`src/rtl/cic_pkg.sv`:
```
package cic_pkg;
  localparam int CIC_STAGES = 5;
  localparam int CIC_CODE_W = 5;
  localparam int CIC_SHIFT_W = 5;
  localparam int CIC_SHIFT_MAX = 20;
endpackage

```
`src/rtl/cic_integ.sv`:
```
module cic_integ #(
  parameter int W = 41,
  parameter int N = 5
) (
  input  logic         clk,
  input  logic         rst_n,
  input  logic         en,
  input  logic         clr,
  input  logic [W-1:0] x,
  output logic [W-1:0] y
);
  logic [W-1:0] acc_q [N];
  logic [W-1:0] sum   [N];

  generate
    for (genvar k = 0; k < N; k++) begin : g_stage
      if (k == 0) begin : g_first
        always_comb sum[k] = acc_q[k] + x;
      end else begin : g_rest
        always_comb sum[k] = acc_q[k] + sum[k-1];
      end
      always_ff @(posedge clk or negedge rst_n) begin
        if (!rst_n) begin
          acc_q[k] <= '0;
        end else if (clr) begin
          acc_q[k] <= '0;
        end else if (en) begin
          acc_q[k] <= sum[k];
        end
      end
    end
  endgenerate

  assign y = sum[N-1];
endmodule

```
`src/rtl/cic_comb.sv`:
```
module cic_comb #(
  parameter int W = 41,
  parameter int N = 5
) (
  input  logic         clk,
  input  logic         rst_n,
  input  logic         en,
  input  logic         clr,
  input  logic [W-1:0] x,
  output logic [W-1:0] y
);
  logic [W-1:0] dly_q [N];
  logic [W-1:0] stg_in [N];
  logic [W-1:0] diff [N];

  generate
    for (genvar k = 0; k < N; k++) begin : g_stage
      if (k == 0) begin : g_first
        always_comb stg_in[k] = x;
      end else begin : g_rest
        always_comb stg_in[k] = diff[k-1];
      end
      always_comb diff[k] = stg_in[k] - dly_q[k];
      always_ff @(posedge clk or negedge rst_n) begin
        if (!rst_n) begin
          dly_q[k] <= '0;
        end else if (clr) begin
          dly_q[k] <= '0;
        end else if (en) begin
          dly_q[k] <= stg_in[k];
        end
      end
    end
  endgenerate

  assign y = diff[N-1];
endmodule

```
`src/rtl/cic_scale.sv`:
```
module cic_scale #(
  parameter int AW = 41,
  parameter int DW = 16,
  parameter int SW = 5,
  parameter int SMAX = 20
) (
  input  logic [AW-1:0] v,
  input  logic [SW-1:0] sh,
  output logic [DW-1:0] q
);
  localparam logic signed [AW-1:0] OMAX = {{(AW-DW+1){1'b0}}, {(DW-1){1'b1}}};
  localparam logic signed [AW-1:0] OMIN = {{(AW-DW+1){1'b1}}, {(DW-1){1'b0}}};

  logic [SW-1:0]        sh_eff;
  logic signed [AW-1:0] shifted;

  always_comb begin
    sh_eff  = (sh > SW'(SMAX)) ? SW'(SMAX) : sh;
    shifted = $signed(v) >>> sh_eff;
    if (shifted > OMAX) begin
      q = OMAX[DW-1:0];
    end else if (shifted < OMIN) begin
      q = OMIN[DW-1:0];
    end else begin
      q = shifted[DW-1:0];
    end
  end
endmodule

```
`src/rtl/cic_decim5.sv`:
```
module cic_decim5 #(
  parameter int DW   = 16,
  parameter int NSTG = cic_pkg::CIC_STAGES,
  parameter int CW   = cic_pkg::CIC_CODE_W,
  parameter int SW   = cic_pkg::CIC_SHIFT_W,
  parameter int SMAX = cic_pkg::CIC_SHIFT_MAX
) (
  input  logic          clk,
  input  logic          rst_n,
  input  logic          in_valid,
  input  logic [DW-1:0] in_data,
  input  logic [CW-1:0] dec_code,
  input  logic [SW-1:0] scale_sh,
  input  logic          bypass,
  output logic          out_valid,
  output logic [DW-1:0] out_data
);
  localparam int AW = DW + NSTG * CW;

  logic          rst_meta_q, rst_q;
  logic [CW-1:0] code_q;
  logic [CW-1:0] cnt_q, cnt_d;
  logic          clear, take, last;
  logic [AW-1:0] x_ext, integ_y, comb_y, filt_src;
  logic [DW-1:0] scaled;
  logic          vld_d;
  logic [DW-1:0] dat_d;

  // reset: asserted asynchronously, released on a clock edge
  always_ff @(posedge clk or negedge rst_n) begin
    if (!rst_n) begin
      rst_meta_q <= 1'b0;
      rst_q      <= 1'b0;
    end else begin
      rst_meta_q <= 1'b1;
      rst_q      <= rst_meta_q;
    end
  end

  assign clear = (dec_code != code_q) || bypass;
  assign take  = in_valid && !clear;
  assign last  = (cnt_q == dec_code);
  assign x_ext = {{(AW-DW){in_data[DW-1]}}, in_data};

  always_comb begin
    cnt_d = cnt_q;
    if (clear) begin
      cnt_d = '0;
    end else if (take) begin
      cnt_d = last ? '0 : cnt_q + 1'b1;
    end
  end

  cic_integ #(.W(AW), .N(NSTG)) i_integ (
    .clk(clk), .rst_n(rst_q), .en(take), .clr(clear), .x(x_ext), .y(integ_y)
  );

  cic_comb #(.W(AW), .N(NSTG)) i_comb (
    .clk(clk), .rst_n(rst_q), .en(take && last), .clr(clear), .x(integ_y), .y(comb_y)
  );

  assign filt_src = (dec_code == '0) ? x_ext : comb_y;

  cic_scale #(.AW(AW), .DW(DW), .SW(SW), .SMAX(SMAX)) i_scale (
    .v(filt_src), .sh(scale_sh), .q(scaled)
  );

  always_comb begin
    vld_d = 1'b0;
    dat_d = out_data;
    if (in_valid && bypass) begin
      vld_d = 1'b1;
      dat_d = in_data;
    end else if (take && last) begin
      vld_d = 1'b1;
      dat_d = scaled;
    end
  end

  always_ff @(posedge clk or negedge rst_q) begin
    if (!rst_q) begin
      code_q    <= '0;
      cnt_q     <= '0;
      out_valid <= 1'b0;
      out_data  <= '0;
    end else begin
      code_q    <= dec_code;
      cnt_q     <= cnt_d;
      out_valid <= vld_d;
      out_data  <= dat_d;
    end
  end

  assert_cnt_bound_R1: assert property (@(posedge clk) disable iff (!rst_q)
    cnt_q <= code_q);

  assert_rate_one_R3: assert property (@(posedge clk) disable iff (!rst_q)
    (in_valid && !bypass && dec_code == '0 && code_q == '0) |=> out_valid);

  assert_bypass_exact_R4: assert property (@(posedge clk) disable iff (!rst_q)
    (in_valid && bypass) |=> (out_valid && out_data == $past(in_data)));

  assert_drop_on_change_R7: assert property (@(posedge clk) disable iff (!rst_q)
    (in_valid && !bypass && dec_code != code_q) |=> !out_valid);

  assert_out_follows_in_R8: assert property (@(posedge clk) disable iff (!rst_q)
    out_valid |-> $past(in_valid));
endmodule

```
`config.mk`:
```
export PLATFORM = sky130hd
export DESIGN_NAME = cic_decim5
export DESIGN_NICKNAME = d
export VERILOG_FILES = /design/src/rtl/cic_pkg.sv /design/src/rtl/cic_integ.sv /design/src/rtl/cic_comb.sv /design/src/rtl/cic_scale.sv /design/src/rtl/cic_decim5.sv
export SDC_FILE = /design/constraint.sdc
export NUM_CORES = 1
export LEC_CHECK = 0
export BUFFER_PORTS_ARGS = -buffer_cell sky130_fd_sc_hd__buf_2
export CAP_MARGIN = 20
export CORE_ASPECT_RATIO = 0.75
export CORE_MARGIN = 4
export CORE_UTILIZATION = 70
export CTS_BUF_LIST = sky130_fd_sc_hd__clkbuf_4
export CTS_CLUSTER_DIAMETER = 150
export CTS_CLUSTER_SIZE = 20
export DETAILED_ROUTE_END_ITERATION = 7
export GPL_TIMING_DRIVEN = 0
export PLACE_DENSITY = 0.84
export REMOVE_ABC_BUFFERS = 1
export SLEW_MARGIN = 40
export SYNTH_ARGS = -nofsm -noshare
export SYNTH_HDL_FRONTEND = slang
export SYNTH_HIERARCHICAL = 1
export SYNTH_SLANG_ARGS = --single-unit
```
`constraint.sdc`:
```
create_clock -name clk -period 29.2 [get_ports clk]
set_input_delay 2.92 -clock clk [delete_from_list [all_inputs] [get_ports clk]]
set_output_delay 2.92 -clock clk [all_outputs]
set_load 0.01 [all_outputs]
```
* Yosys cells after proc, flatten, opt, wreduce, memory -nomap -nowiden
Cells that the tools add are included.
** Storage, ports and cells
- Output and inout port bits :: 17
- Latch bits :: 0
- Logic and storage cells :: 73
- Bits in writable memories :: 0
- Memory bits (read-only) :: 0
- Flip-flop bits (word level) :: 439
- Memories kept :: 0
** Operators by class
- Magnitude comparators :: 3
- $mul :: 0
- Bitwise operators :: 0
- Equality and inequality tests :: 2
- Shift operators :: 1
- Divide/modulo/power cells :: 0
- Reductions and logical operators :: 9
- Muxes and demuxes :: 31
- Add/sub/neg operators :: 11
** Operators by type and width (count)
- 2-to-1 mux 41 bit :: 21
- adder 41 bit :: 5
- subtractor 41 bit :: 5
- 2-to-1 mux 16 bit :: 4
- > comparator 41 x 16 -> 1 bit (second input constant) :: 1
- < comparator 41 x 16 -> 1 bit (second input constant) :: 1
- >>> shifter 41 x 5 -> 41 bit :: 1
- 2-to-1 mux 5 bit :: 4
- nonzero test 2 bit :: 3
- adder 5 x 1 -> 5 bit (second input constant) :: 1
- equality test 5 bit :: 1
- > comparator 5 bit (second input constant) :: 1
- logical NOT 5 bit :: 1
- inequality test 5 bit :: 1
- logical AND 1 bit :: 3
- 2-to-1 mux 1 bit :: 2
- logical NOT 1 bit :: 1
- logical OR 1 bit :: 1

* Logic depth before layout (Yosys ltp)
Gate-level depths: netlist of the first run.
- Depth in word-level cells :: 17
- Mapped depth :: 98
- Gate-level depth less buffers :: 95

* Cells and area by module
Netlist of the first run, hierarchy kept.
** Modules (own cells, without submodules)
- cic_comb :: area each 18813.0 µm², cells an instance 2256, instances 1
- cic_integ :: area each 18485.2 µm², cells an instance 2095, instances 1
- cic_scale :: area each 3403.3 µm², cells an instance 521, instances 1
- cic_decim5 :: area each 2144.6 µm², cells an instance 228, instances 1

* Worst setup path before layout of the first run
No wires, ideal clock.
- Kind :: input port to flip-flop
- Start :: input in_data[0]
- End :: register out_data[4]
- Cell stages on the path :: 89
- Path buffers :: 2
- Arrival :: 20.045 ns
- Setup slack :: 9.073 ns
- Setup time :: 0.082 ns
- Data required time :: 29.118 ns
- Cells stage by stage :: ha_1 inv_1 fa_1 nor2b_1 o31a_1 o41a_4 a21o_1 a21oi_1 xnor2_1 ha_1 nand2_1 o31ai_1 xor2_1 ha_1 nand4_1 a21oi_1 o41ai_1 nand2_1 [53 not listed] o211ai_1 o41ai_1 nor3_1 xnor3_1 a21o_1 clkbuf_1 mux2i_1 nand3_1 nand4b_4 o32a_1 o41ai_2 o211ai_1 nor4_4 a21oi_2 a211oi_2 nor3b_1 nand4_1 a31oi_1
** Between the ends
- Longest elaborated chain between the ends :: 17
** RTL lines
- start: declaration :: RTL line cic_decim5.sv:11 : input logic [DW-1:0] in_data,
- adder 41 bit * :: RTL line cic_integ.sv:18 : always_comb sum[k] = acc_q[k] + x;
- adder 41 bit * (4 in a row) :: RTL line cic_integ.sv:20 : always_comb sum[k] = acc_q[k] + sum[k-1];
- via integ_y[25] :: RTL line cic_decim5.sv:24 : logic [AW-1:0] x_ext, integ_y, comb_y, filt_src;
- subtractor 41 bit * (5 in a row) :: RTL line cic_comb.sv:23 : always_comb diff[k] = stg_in[k] - dly_q[k];
- via comb_y[40] :: RTL line cic_decim5.sv:24
- 2-to-1 mux 41 bit * :: RTL line cic_decim5.sv:62 : assign filt_src = (dec_code == '0) ? x_ext : comb_y;
- via filt_src[40] :: RTL line cic_decim5.sv:24
- >>> shifter 41 x 5 -> 41 bit * :: RTL line cic_scale.sv:19 : shifted = $signed(v) >>> sh_eff;
- < comparator 41 x 16 -> 1 bit :: RTL line cic_scale.sv:22 : end else if (shifted < OMIN) begin
- 2-to-1 mux 16 bit :: RTL line cic_scale.sv:22
- 2-to-1 mux 16 bit * :: RTL line cic_scale.sv:20 : if (shifted > OMAX) begin
- via scaled[4] :: RTL line cic_decim5.sv:25 : logic [DW-1:0] scaled;
- 2-to-1 mux 16 bit * :: RTL line cic_decim5.sv:74 : end else if (take && last) begin
- 2-to-1 mux 16 bit * :: RTL line cic_decim5.sv:71 : if (in_valid && bypass) begin
- end signal: assignment :: RTL line cic_decim5.sv:90 : out_data <= dat_d;
- end: declaration :: RTL line cic_decim5.sv:16 : output logic [DW-1:0] out_data
Mark *: on every way through the listed nets, which the timed path passes. The rest lies on a longest branch. The select of a mux whose other input is x is not followed.
A chain may end at the register's enable or synchronous reset.

* Worst setup path in the final report of the first run
- Start :: input in_data[0]
- End :: register out_data[0]
Same word-level chain as after synthesis.

==> results of run 1 <==
## placed cells by master (no fill, tap or decap), types with 20 or more instances in the layout
cell type,synthesis,layout
xor2_1,102,100
buf_2,17,100
nor3b_1,23,23
nand2b_1,62,62
nand3_1,112,109
buf_12,2,23
o21a_1,69,68
mux2i_1,357,357
o31ai_1,21,20
nor2b_1,48,47
inv_1,339,338
o211ai_1,42,42
o21ai_0,190,190
nand2_1,276,272
clkbuf_4,0,26
a21o_1,256,255
a21oi_1,409,409
nand4_1,56,56
dfrtp_1,439,438
and2_1,25,25
xnor2_1,279,279
a211oi_1,51,51
and3_1,43,42
mux2_2,28,28
o21bai_1,68,68
nor2_1,620,616
ha_1,407,407
nor3_1,71,71
a31oi_1,49,49
## sequential cells by signal, summed over array words and instances (netlist names)
signal	flops
i_comb/dly_q	205
i_integ/acc_q	205
out_data	16
cnt_q	5
code_q	5
out_valid	1
rst_meta_q	1
rst_q	1
## through the flow
stage | instance area (um^2) | utilization [%] | hold WS [ns] | setup slack (ns)
3_5_place_dp | 44440 | 73.45 | 0.2448 | 4.914
4_1_cts | 44640 | 73.77 | 0.2607 | 5.678
2_1_floorplan | 41880 | - | 0.3312 | -13.21
3_3_place_gp | 43110 | 71.25 | 0.3392 | -32.73
5_1_grt | 44640 | 73.78 | 0.2834 | 3.863
6_report | 44650 | 73.79 | 0.2446 | 5.191
## path summary, 6_finish.rpt
check	depth (start not counted)	to	from
worst max-delay path	88	out_data[0]	in_data[0]
worst min-delay path	0	i_comb/dly_q[40]	rst_q
worst max register to register	87	out_data[0]	i_integ/acc_q[164]
worst min register to register	0	i_comb/dly_q[40]	rst_q
max in group asynchronous	1	rst_q	rst_n
min in group clk	0	rst_q	rst_meta_q
## critical path, delay by kind of cell
family                   cells  cell delay, ns
AO/OA/AOI/OAI               40           10.06
AND/OR/NAND/NOR             21            4.22
buffers and inverters        6            1.00
XOR/XNOR                    10            2.65
adder cells (fa/ha/maj)     11            3.86
## layer usage
| metal | vias up | track usage [%] | wire [um] |
|---|---|---|---|
| met5 | - | 0 | 12 |
| li1 | 18290 | - | - |
| met2 | 1432 | 45.88 | 43730 |
| met4 | 2 | 4.930 | 1781 |
| met1 | 17990 | 49.90 | 52120 |
| met3 | 123 | 7.045 | 10350 |
## area by class of cell
| type | instances | area [um^2] | share of cell area [%] |
|---|---|---|---|
| Antenna cell | 4 | 10.01 | 0.02242 |
| Clock buffer | 26 | 195.2 | 0.4372 |
| Inverter | 340 | 1279 | 2.864 |
| Multi-Input combinational cell | 4103 | 29740 | 66.60 |
| Sequential cell | 439 | 10990 | 24.61 |
| Tap cell | 800 | 1001 | 2.242 |
| Timing Repair Buffer | 147 | 1436 | 3.217 |
## cell families (layout without fill, tap and decap cells)
group	Yosys count	in the layout	share of synthesized area (%)
compound gates	1476	1476	23.87
simple gates	1435	1435	15.66
mux	387	387	9.181
xor+xnor	387	387	8.060
other cells	1	5	0.008752
flops	439	439	25.64
fa+ha+maj	417	417	12.35
buf+inv	558	513	5.236
## cell usage after synthesis, types with 51 or more instances
cell type | number | area [um^2]
inv_1 | 339 | 1272
a21oi_1 | 409 | 2047
nor3_1 | 71 | 355.3
a21o_1 | 256 | 1922
a211oi_1 | 51 | 382.9
mux2i_1 | 357 | 3573
xnor2_1 | 279 | 2444
ha_1 | 407 | 5092
o21ai_0 | 190 | 950.9
nand4_1 | 56 | 350.3
nand2b_1 | 62 | 387.9
xor2_1 | 102 | 893.4
nand3_1 | 112 | 560.5
clkbuf_1 | 135 | 506.7
o21a_1 | 69 | 518.0
dfrtp_1 | 439 | 10990
nor2_1 | 620 | 2327
o21bai_1 | 68 | 510.5
nand2_1 | 276 | 1036
## power groups by stage
stage	clock (mW)	combinational, mW	sequential (mW)
2_1_floorplan	0	2.35	0.635
3_3_place_gp	0	3.09	0.638
3_5_place_dp	0	3.14	0.626
4_1_cts	0.245	3.16	0.615
5_1_grt	0.262	3.55	0.616
6_report	0.234	3.30	0.615
==> results_dict.tcl, run 1 <==
set metrics [dict create \
    comb_power_share_pct 79.5 \
    fin_skew_ns 0.02399 \
    synth_cells 5100 \
    dr.pass1.iters 6 \
    ir_worst_vdd_v 0.0001962 \
    synth-edff-count 0 \
    cts_resized 0 \
    period_share_pct 82.22 \
    dieArea_mm2 0.06527 \
    power.leakage_nw 19.42 \
    syn-cell-area_mm2 0.04285 \
    worstPathArrival_ns 24.79 \
    initial_utilization_pct 70.81 \
    fin_nets 5503 \
    clkLatencyLatePin_ns 0.85 \
    core_mm2 0.06051 \
    grt_pass1_vias 34850 \
    end_kind "register" \
    seqPwrFrac_pct 14.8 \
    drt_wl_total_um 108000 \
    place_congestion 0.9782 \
    ctsHoldBuffers 0 \
    cellPowerDensity_mw_per_mm2 92.89 \
    portBuffers 46 \
    hpwl_um 84560 \
    startpoint_type "primary input" \
    drive_gt1_share_pct 6.152 \
    fp-row-count 78 \
    clock-sinks 439 \
    status "finished, final reports clean" \
    slowest_delay_ns 0.66 \
    report.final.hold_viol_count 0 \
    cts_buffers 25 \
    power_switching_mw 2.243 \
    synth-main-ff-cell "dfrtp_1" \
    avgSynthCellArea_um2 8.401 \
    die_h_um 222.3 \
    fmax_mhz 41.65 \
    switching_share_pct 54.08 \
    period_needed_ns 24.01 \
    post-place-cells 5829 \
    vias 37830 \
    grt_max_degree 62 \
    power.share.clock_pct 5.6 \
    ys_seq_area_share_pct 25.64 \
    clk_pin_slew_worst_paths_ns 0.21 \
    crit_top_cell "ha_1" \
    clockBufferDepth 3 \
    nFillCells 4694 \
    setup_tns_ns 0 \
    hp-class "register to asynchronous set/reset pin" \
    total_power_mw 4.147 \
    grt-ovfl-total 0 \
    grt_pass1_wl_um 177500 \
    ant_nets 0 \
    area_growth_pct 4.208 \
    slew_headroom_pct 39.62 \
    worst-r2r-setup-slack_ns 7.01 \
    drcViolationCount 0 \
    critical_path_class "primary input to register" \
    wl_per_cell_um 18.43 \
    synth_seq_cells 439 \
    crit_fanout 17 \
    grt_use_total_pct 31.93 \
    die_w_um 293.7 \
    synthArstFlopShare_pct 100.0 \
    initialDrtViolationCount 3882 \
    ys_types 119 \
    layoutNonFillerInstCount 5859 \
    rsz0062_at_grt "false" \
    yosys_warnings 6 \
    antenna_found_initial 5 \
    finalMaxSlewViolations 0 \
    setup_viol 0 \
    post_cts_buffers 0 \
    tritoncts "built" \
    htree_num_levels 1 \
    max_slew.worst_pin.slew_ns 0.8963 \
    slowest_stage "a211oi_1" \
    io_pins 47 \
    drv_cap 0 \
    viasPerCell 6.457 \
    clockRootBuffer "clkbuf_4" \
    intPower_mw 1.904 \
    worstPathRequired_ns 29.98 \
]
(Power assumes the default switching activity.)
==> run 2: changes to the inputs <==
CORE_UTILIZATION = 67   (was 70)
PLACE_DENSITY = 0.81   (was 0.84)
clock period = 25.1 ns   (was 29.2 ns; I/O delays follow)
==> results_dict.tcl, run 2 (synthesis gave the netlist of run 1 again) <==
set metrics [dict create \
    slew_headroom_pct 41.58 \
    slowest_delay_ns 0.67 \
    dr.pass1.iters 6 \
    reg2reg_from "i_integ/acc_q[164]" \
    vias 37830 \
    dieArea_mm2 0.06810 \
    finalMaxSlewViolations 0 \
    setup_viol 0 \
    drv_cap 0 \
    startpoint_type "primary input" \
    placed_cell_area_mm2 0.04446 \
    wl_per_cell_um 18.45 \
    cts_buffers 25 \
    fp-row-count 79 \
    area_growth_pct 4.275 \
    end_kind "register" \
    report.final.hold_viol_count 0 \
    worstPathArrival_ns 24.48 \
    clockRootBuffer "clkbuf_4" \
    portBuffers 46 \
    status "finished, final reports clean" \
    fin_nets 5504 \
    grt_use_total_pct 31.05 \
    core_mm2 0.06267 \
    drcViolationCount 0 \
    clkLatencyLatePin_ns 0.87 \
    cts_resized 0 \
    period_share_pct 94.34 \
    drt_wl_total_um 109000 \
    clk_pin_slew_worst_paths_ns 0.22 \
    grt_pass1_vias 34810 \
    final_cell_mix "nor2_1 (615), dfrtp_1 (438), a21oi_1 (409)" \
    post_cts_buffers 0 \
    grt_max_degree 62 \
    viasPerCell 6.404 \
    critical_path_class "primary input to register" \
    fmax_mhz 42.23 \
    nFillCells 5058 \
    grt_pass1_wl_um 179200 \
    hp-class "register to asynchronous set/reset pin" \
    pre_cts_ws_ns 0.9818 \
    place_congestion 0.9819 \
    ctsHoldBuffers 0 \
    setup_ws_ns 1.421 \
    ant_nets 0 \
    rr_worst_depth 89 \
    fin_area_mm2 0.04468 \
    hpwl_um 84210 \
    initial_utilization_pct 68.37 \
    die_w_um 300.0 \
    tritoncts "built" \
    worst-r2r-setup-slack_ns 2.81 \
    slowest_stage "a211oi_1" \
    clockBufferDepth 3 \
    mostFrequentLayoutCell "nor2_1" \
    initialDrtViolationCount 3907 \
    die_h_um 227 \
    reg_top3 "i_comb/dly_q x205, i_integ/acc_q x205, out_data x16" \
    drive_gt1_share_pct 6.250 \
    hold_ws_ns 0.2611 \
    startpoint "in_data[0]" \
    clock-sinks 439 \
    antenna_found_initial 2 \
    crit_fanout 17 \
    rsz0062_at_grt "false" \
    fin_skew_ns 0.04779 \
    grt-ovfl-total 0 \
    io_pins 47 \
    max_slew.worst_pin.slew_ns 0.8672 \
    cellPowerDensity_mw_per_mm2 108.4 \
    ir_worst_vdd_v 0.0001573 \
    r2r-end "out_data[4]" \
    htree_num_levels 1 \
    worstPathRequired_ns 25.90 \
    period_needed_ns 23.68 \
    cp-endpoint "out_data[4]" \
    power.leakage_nw 19.42 \
    crit_top_cell "ha_1" \
]
## run 2: cell types whose count changed in the layout (fill, tap and decap cells not counted), moves of 2 or more
cell and change:
buf_16 -2, buf_4 +2, buf_8 +2, buf_12 -2, diode_2 -2
## run 2: critical path, delay by kind of cell
family | cells | cell delay, ns
adder cells (fa/ha/maj) | 11 | 3.89
AO/OA/AOI/OAI | 41 | 9.67
AND/OR/NAND/NOR | 22 | 4.83
buffers and inverters | 6 | 0.95
XOR/XNOR | 10 | 2.58
## run 2: cell type report
| cell class | count | area [um^2] | share of cell area, % |
|---|---|---|---|
| flip-flops and latches | 439 | 10990 | 24.60 |
| inverters | 340 | 1279 | 2.862 |
| repair buffers | 148 | 1391 | 3.114 |
| clock buffers | 26 | 195.2 | 0.4369 |
| diodes | 2 | 5.005 | 0.01120 |
| well taps | 850 | 1064 | 2.380 |
| multi-input cells | 4103 | 29750 | 66.60 |
## run 2: worst min path at each step
stage               slack, ns  depth (start not counted)                to       start
global placement         0.33                          0             rst_q  rst_meta_q
finish                   0.26                          0  i_comb/dly_q[30]       rst_q
global route             0.31                          0  i_comb/dly_q[81]       rst_q
CTS                      0.28                          0  i_comb/dly_q[81]       rst_q
detailed placement       0.27                          0  i_comb/dly_q[81]       rst_q
floorplan                0.33                          0             rst_q  rst_meta_q
## run 2: per-layer routing
layer  routed length (um)  GRT usage, %  share of wire [%]
met1                53960         49.67                 49
met3                 9445         5.129                8.7
met4                 1478         4.497                1.4
met5                    0             0                  0
met2                44140         44.80                 40
## run 2: power by group
part | switching, mW | total (mW) | leakage, nW | internal [mW]
combinational | 2.39 | 3.85 | 13.2 | 1.46
sequential | 0.00360 | 0.716 | 6.07 | 0.712
clock | 0.227 | 0.275 | 0.120 | 0.0475
total | 2.62 | 4.84 | 19.4 | 2.22
## run 2: stage by stage
stage / power [mW] / setup TNS (ns) / utilization, % / cells
2_1_floorplan: 3.471 / -1431.30 / - / 4882
3_3_place_gp: 4.349 / -4081.79 / 68.89 / 5778
3_5_place_dp: 4.392 / 0 / 70.95 / 5880
4_1_cts: 4.691 / 0 / 71.26 / 5906
5_1_grt: 5.165 / 0 / 71.29 / 5908
6_report: 4.841 / 0 / 71.29 / 5908
